### src/rtl/tmr_pkg.sv
package tmr_pkg;
    localparam int NCH   = 3;
    localparam int CNT_W = 16;
    localparam int BYTE_W = 8;
    localparam int MODE_W = 3;
    localparam int ADDR_W = $clog2(NCH + 1);
    localparam logic [ADDR_W-1:0] CTL_ADDR = ADDR_W'(NCH);

    typedef enum logic [1:0] {
        ACC_SNAP = 2'd0,
        ACC_LO   = 2'd1,
        ACC_HI   = 2'd2,
        ACC_WORD = 2'd3
    } acc_e;

    typedef struct packed {
        logic [1:0]        sel;
        acc_e              acc;
        logic [MODE_W-1:0] mode;
        logic              spare;
    } ctl_word_t;

    typedef logic [BYTE_W-1:0] byte_t;
    typedef logic [CNT_W-1:0]  cnt_t;

    function automatic ctl_word_t unpack_ctl(input byte_t b);
        return ctl_word_t'(b);
    endfunction

    function automatic byte_t pick_byte(input cnt_t v, input logic hi);
        return hi ? v[CNT_W-1:BYTE_W] : v[BYTE_W-1:0];
    endfunction
endpackage

### src/rtl/tmr_ctl_decode.sv
module tmr_ctl_decode
    import tmr_pkg::*;
(
    input  logic                  wr_en,
    input  logic                  rd_en,
    input  logic [ADDR_W-1:0]     addr,
    input  byte_t                 wdata,
    output logic [NCH-1:0]        prog,
    output logic [NCH-1:0]        snap,
    output logic [NCH-1:0]        dwr,
    output logic [NCH-1:0]        drd,
    output acc_e                  acc,
    output logic [MODE_W-1:0]     mode
);
    ctl_word_t cw;
    logic      ctl_wr;

    always_comb begin
        cw     = unpack_ctl(wdata);
        ctl_wr = wr_en && (addr == CTL_ADDR);
        acc    = cw.acc;
        mode   = cw.mode;
    end

    for (genvar i = 0; i < NCH; i++) begin : g_dec
        always_comb begin
            prog[i] = ctl_wr && (cw.sel == 2'(i)) && (cw.acc != ACC_SNAP);
            snap[i] = ctl_wr && (cw.sel == 2'(i)) && (cw.acc == ACC_SNAP);
            dwr[i]  = wr_en && (addr == ADDR_W'(i));
            drd[i]  = rd_en && (addr == ADDR_W'(i));
        end
    end
endmodule

### src/rtl/tmr_chan_regs.sv
module tmr_chan_regs
    import tmr_pkg::*;
(
    input  logic              clk,
    input  logic              rst,
    input  logic              prog_i,
    input  logic              snap_i,
    input  logic              wr_i,
    input  logic              rd_i,
    input  acc_e              acc_i,
    input  logic [MODE_W-1:0] mode_i,
    input  byte_t             wdata_i,
    input  cnt_t              live_i,
    output logic [MODE_W-1:0] mode_o,
    output cnt_t              cnt_o,
    output logic              load_o,
    output logic              latch_o,
    output byte_t             rbyte_o
);
    acc_e  acc_q;
    logic  wr_hi_q, rd_hi_q, held_q;
    byte_t lo_q;
    cnt_t  snap_q;
    cnt_t  src;

    always_ff @(posedge clk) begin
        if (rst) begin
            mode_o  <= '0;
            acc_q   <= ACC_WORD;
            wr_hi_q <= 1'b0;
            rd_hi_q <= 1'b0;
            held_q  <= 1'b0;
            lo_q    <= '0;
            snap_q  <= '0;
            cnt_o   <= '0;
            load_o  <= 1'b0;
            latch_o <= 1'b0;
        end else begin
            load_o  <= 1'b0;
            latch_o <= 1'b0;
            if (prog_i) begin
                mode_o  <= mode_i;
                acc_q   <= acc_i;
                wr_hi_q <= 1'b0;
                rd_hi_q <= 1'b0;
                held_q  <= 1'b0;
            end else if (snap_i && !held_q) begin
                held_q  <= 1'b1;
                snap_q  <= live_i;
                latch_o <= 1'b1;
            end
            if (wr_i) begin
                unique case (acc_q)
                    ACC_LO: begin
                        cnt_o  <= {byte_t'(0), wdata_i};
                        load_o <= 1'b1;
                    end
                    ACC_HI: begin
                        cnt_o  <= {wdata_i, byte_t'(0)};
                        load_o <= 1'b1;
                    end
                    default: begin
                        if (wr_hi_q) begin
                            cnt_o  <= {wdata_i, lo_q};
                            load_o <= 1'b1;
                        end else begin
                            lo_q <= wdata_i;
                        end
                        wr_hi_q <= !wr_hi_q;
                    end
                endcase
            end
            if (rd_i) begin
                if (acc_q == ACC_WORD) begin
                    rd_hi_q <= !rd_hi_q;
                    if (rd_hi_q) held_q <= 1'b0;
                end else begin
                    held_q <= 1'b0;
                end
            end
        end
    end

    always_comb begin
        src = held_q ? snap_q : live_i;
        unique case (acc_q)
            ACC_LO:  rbyte_o = pick_byte(src, 1'b0);
            ACC_HI:  rbyte_o = pick_byte(src, 1'b1);
            default: rbyte_o = pick_byte(src, rd_hi_q);
        endcase
    end
endmodule

### src/rtl/tmr_read_mux.sv
module tmr_read_mux
    import tmr_pkg::*;
(
    input  logic                   clk,
    input  logic                   rst,
    input  logic                   rd_en,
    input  logic [ADDR_W-1:0]      addr,
    input  logic [NCH*BYTE_W-1:0]  bytes_i,
    output byte_t                  rdata
);
    byte_t sel_byte;

    always_comb begin
        sel_byte = '0;
        for (int i = 0; i < NCH; i++)
            if (addr == ADDR_W'(i)) sel_byte = bytes_i[i*BYTE_W +: BYTE_W];
    end

    always_ff @(posedge clk) begin
        if (rst)        rdata <= '0;
        else if (rd_en) rdata <= sel_byte;
    end
endmodule

### src/rtl/tmr_host_regs.sv
module tmr_host_regs
    import tmr_pkg::*;
(
    input  logic                    clk,
    input  logic                    rst,
    input  logic                    wr_en,
    input  logic                    rd_en,
    input  logic [1:0]              addr,
    input  logic [7:0]              wdata,
    output logic [7:0]              rdata,
    input  logic [NCH*CNT_W-1:0]    live_cnt,
    output logic [NCH*MODE_W-1:0]   ch_mode,
    output logic [NCH*CNT_W-1:0]    ch_count,
    output logic [NCH-1:0]          ch_load,
    output logic [NCH-1:0]          ch_latch
);
    logic [NCH-1:0]          prog, snap, dwr, drd;
    acc_e                    acc;
    logic [MODE_W-1:0]       mode;
    logic [NCH*BYTE_W-1:0]   rbytes;

    tmr_ctl_decode u_dec (
        .wr_en (wr_en), .rd_en (rd_en), .addr (addr), .wdata (wdata),
        .prog (prog), .snap (snap), .dwr (dwr), .drd (drd),
        .acc (acc), .mode (mode)
    );

    for (genvar i = 0; i < NCH; i++) begin : g_ch
        tmr_chan_regs u_ch (
            .clk     (clk),
            .rst     (rst),
            .prog_i  (prog[i]),
            .snap_i  (snap[i]),
            .wr_i    (dwr[i]),
            .rd_i    (drd[i]),
            .acc_i   (acc),
            .mode_i  (mode),
            .wdata_i (wdata),
            .live_i  (live_cnt[i*CNT_W +: CNT_W]),
            .mode_o  (ch_mode[i*MODE_W +: MODE_W]),
            .cnt_o   (ch_count[i*CNT_W +: CNT_W]),
            .load_o  (ch_load[i]),
            .latch_o (ch_latch[i]),
            .rbyte_o (rbytes[i*BYTE_W +: BYTE_W])
        );
    end

    tmr_read_mux u_rd (
        .clk (clk), .rst (rst), .rd_en (rd_en), .addr (addr),
        .bytes_i (rbytes), .rdata (rdata)
    );
endmodule

### config.mk
export PLATFORM = sky130hd
export DESIGN_NAME = tmr_host_regs
export DESIGN_NICKNAME = d
export VERILOG_FILES = /design/src/rtl/tmr_pkg.sv /design/src/rtl/tmr_ctl_decode.sv /design/src/rtl/tmr_chan_regs.sv /design/src/rtl/tmr_read_mux.sv /design/src/rtl/tmr_host_regs.sv
export SDC_FILE = /design/constraint.sdc
export NUM_CORES = 1
export LEC_CHECK = 0
export CORE_AREA = 2 2 123 155
export DETAILED_ROUTE_END_ITERATION = 12
export DIE_AREA = 0 0 125 157
export DONT_BUFFER_PORTS = 1
export GPL_TIMING_DRIVEN = 0
export SLEW_MARGIN = 40
export SYNTH_ARGS = -nofsm -noshare
export SYNTH_HDL_FRONTEND = slang
export SYNTH_SLANG_ARGS = --single-unit
### constraint.sdc
create_clock -name clk -period 1.8 [get_ports clk]
set_input_delay 0.27 -clock clk [delete_from_list [all_inputs] [get_ports clk]]
set_output_delay 0.27 -clock clk [all_outputs]
set_load 0.02 [all_outputs]
==> results.py <==
metrics = {
    "run_status": {
        "status": "finished with violations",
        "violations": "setup timing",
    },
    "routing": {
        "finalWirelength_mm": 21.1,
        "vias_per_cell": 5.29,
        "drc": 0,
        "drt_iter0_drc": 263,
        "wire_per_inst_um": 19.1,
        "dr.pass1.iters": 5,
        "vias": 5836,
        "ant_nets": 0,
    },
    "die": {
        "die_x_um": 125,
        "io_pins": 133,
        "coreArea_um2": 18000,
        "fp-row-count": 55,
        "start_util": 0.395,
        "die_y_um": 157,
        "die_area_um2": 19600,
    },
    "critical_path": {
        "critPathKind": "reg -> reg",
        "r2r_slack_ns": -0.006,
        "r2r_cells": 6,
        "crit_chain": "inv_2, ha_4, mux2i_4, o22ai_1, o211ai_1, a311oi_1",
        "crit_family": "compound AO/OA/AOI/OAI gates",
        "end_kind": "register",
        "cp-start-kind": "register",
        "slowest_stage": "dfxtp_2",
        "cpPeakStageDelay_ns": 0.37,
        "crit_buf_inv": 1,
        "r2r-start": "g_ch[0].u_ch.acc_q[0]",
        "cp.arrival_ns": 2.09,
        "worstPathRequired_ns": 2.09,
        "worstReg2RegEnd": "u_rd.rdata[1]",
        "setup.worst_path.start": "g_ch[0].u_ch.acc_q[0]",
        "path_max_fanout": 8,
    },
    "yosys": {
        "synth_flop_cell": "dfxtp_1",
        "yosysSeqAreaShare": 0.444,
        "syn-num-nets": 861,
        "syn_avg_cell_area_um2": 9.03,
        "synth_area_um2": 7120,
        "synth_cells": 789,
        "async_flop_share": 0,
        "yosysWarningCount": 0,
        "synth-edff-count": 0,
        "synth.distinct_cells": 41,
        "synth_seq_cells": 158,
    },
    "sta": {
        "drv_slew": 0,
        "hold_viol": 0,
        "rsz0062_at_grt": "true",
        "maxSlewHeadroom": 0.492,
        "hold_ws_ns": 0.00708,
        "finalClockSkew_ns": 0.0113,
        "setup_viol": 1,
        "worst_pin_slew_ns": 0.757,
        "fmax_mhz": 554,
        "worst_slack_ns": -0.00591,
        "fin_crit_sh": 1.00,
        "period_needed_ns": 1.81,
    },
    "place": {
        "preCtsSetupSlack_ns": -0.414,
        "routabilityCongestion": 0.843,
        "dpl-instance-area_um2": 7420,
        "io_buffer_count": 0,
        "hpwl_mm": 14.3,
    },
    "global_route": {
        "grt_pass1_wl_mm": 32.8,
        "grt_start_max_net_pins": 17,
        "grt.total_usage": 0.215,
        "overflow": 0,
        "antenna_found_initial": 1,
        "grt_pass1_vias": 5960,
    },
    "power": {
        "power_w": 0.00830,
        "p_per_area_nw_per_um2": 929,
        "max-vdd-ir-drop_mv": 0.644,
        "leakagePower_nw": 3.41,
    },
    "clock_tree": {
        "clkSlewWorstSetupHoldPaths_ns": 0.06,
        "cts.sinks": 158,
        "cts_made_buffers": 17,
        "htreeDepth": 4,
        "cts.path.max_buffers": 2,
        "cts_tree": "yes",
        "root_buffer": "clkbuf_16",
        "clk-insertion-delay-late_ns": 0.44,
    },
    "run": {
        "maxCapViolCount": 0,
    },
    "worst_hold_path": {
        "min_path_cells": 2,
        "hp-class": "in -> reg",
        "hold_end": "g_ch[0].u_ch.snap_q[12]",
        "min_from": "live_cnt[12]",
    },
    "cells_and_area": {
        "areaGrowthSynthToFinish_pct": 25.5,
        "drive_gt1_frac": 0.149,
        "fin_nets": 934,
        "final_area_um2": 8940,
    },
}
-- metrics by stage --
step | cells | util | TNS [ns]
2_1_floorplan | 789 | - | 0
3_3_place_gp | 1017 | 0.412 | -19.16
3_5_place_dp | 1017 | 0.412 | -19.47
4_1_cts | 1099 | 0.490 | 0
5_1_grt | 1103 | 0.496 | -0.162
6_report | 1103 | 0.496 | -0.00591
-- flip-flops by register name, indices dropped and copies added, names as in the netlist --
name / flops
g_ch.u_ch.cnt_o: 48
g_ch.u_ch.snap_q: 48
g_ch.u_ch.lo_q: 24
g_ch.u_ch.mode_o: 9
u_rd.rdata: 8
g_ch.u_ch.acc_q: 6
g_ch.u_ch.held_q: 3
g_ch.u_ch.latch_o: 3
g_ch.u_ch.load_o: 3
g_ch.u_ch.rd_hi_q: 3
g_ch.u_ch.wr_hi_q: 3
-- cells in the mapped netlist, types with 2 or more instances --
cell type,instances,share of area
dfxtp_1,158,0.44
mux2i_1,134,0.19
nor2_1,131,0.069
nand2_1,55,0.029
clkbuf_1,39,0.021
nand3_1,37,0.026
a21oi_1,36,0.025
a211oi_1,27,0.028
nor3_1,24,0.017
buf_2,16,0.011
o22ai_1,15,0.013
inv_1,14,0.0074
and3_1,11,0.0097
ha_1,10,0.018
buf_4,8,0.0084
o221ai_1,7,0.0086
a221o_1,6,0.0084
nor2b_1,5,0.0044
o21ai_0,5,0.0035
o21ai_1,5,0.0035
buf_6,4,0.0063
or2_2,4,0.0035
a22oi_1,3,0.0032
a311oi_1,3,0.0037
buf_1,3,0.0016
nand2b_1,3,0.0026
nor2_4,3,0.0047
o211ai_1,3,0.0032
a41o_1,2,0.0028
and2_1,2,0.0018
and3b_1,2,0.0025
nand3b_1,2,0.0021
nor3b_1,2,0.0021
nor3b_4,2,0.0053
o22a_1,2,0.0025
-- timing repair --
| action | in CTS | in global routing |
|---|---|---|
| buffers inserted | 9 | 6 |
| resized for setup | 55 | 24 |
| pin swaps | 11 | 9 |
| hold buffers | 44 | 0 |
| setup endpoints to repair | 79 | 59 |
| hold endpoints to repair | 44 | 0 |
-- layout by cell type (no fill, tap or decap), drive strengths merged, types with 10 or more instances in the layout --
master / n
nor2: 134
dlygate4sd3: 44
nand3: 38
a211oi: 27
o21ai: 10
inv: 14
o22ai: 15
mux2i: 134
nand2: 55
a21oi: 36
nor3: 25
buf: 47
dfxtp: 158
ha: 10
clkbuf: 54
and3: 11
-- cell families (layout without fill, tap and decap cells) --
kind of cell / count (synthesis) / after routing / synth area share
AND/OR/NAND/NOR: 286 / 286 / 0.185
flip-flops: 158 / 158 / 0.444
multiplexers: 134 / 134 / 0.188
AO/OA/AOI/OAI: 116 / 116 / 0.108
buffers and inverters: 85 / 170 / 0.0562
adder cells (fa/ha/maj): 10 / 10 / 0.0176
other: 0 / 1 / 0
-- report_power, final --
part / switching [W] / leakage, nW / total [W] / internal (W)
combinational: 0.000398 / 1.83 / 0.000699 / 0.000301
sequential: 0.0000831 / 1.27 / 0.00364 / 0.00356
clock: 0.00148 / 0.310 / 0.00396 / 0.00249
-- worst max path at each step --
stage                                   endpoint  slack [ns]  cells past startpoint
after global placement     g_ch[2].u_ch.cnt_o[7]       -0.40                      8
final                              u_rd.rdata[1]      -0.006                      6
after CTS                  g_ch[0].u_ch.cnt_o[7]       0.002                      6
after global routing               u_rd.rdata[2]       -0.06                      7
after floorplan            g_ch[2].u_ch.cnt_o[7]        0.02                      8
after detailed placement  g_ch[2].u_ch.cnt_o[15]       -0.41                      8
-- final cells by class --
class,instances,area (µm²)
Buffer,67,394
Antenna cell,1,2.50
Sequential cell,158,3170
Tap cell,228,285
Fill cell,1705,9090
Timing Repair Buffer,58,603
Clock inverter,11,190
Inverter,14,52.6
Multi-Input combinational cell,546,3800
Clock buffer,20,447
-- layer usage --
metal / vias to the layer above / share of wire / routed length, µm / track usage
met3: 25 / 0.062 / 1300 / 0.0598
met4: 0 / 0.019 / 408 / 0.0772
met2: 152 / 0.50 / 10500 / 0.375
met5: - / 0 / 0 / 0
li1: 2899 / - / - / -
met1: 2760 / 0.42 / 8810 / 0.253
Note: power is estimated with default switching activity, not from simulation.
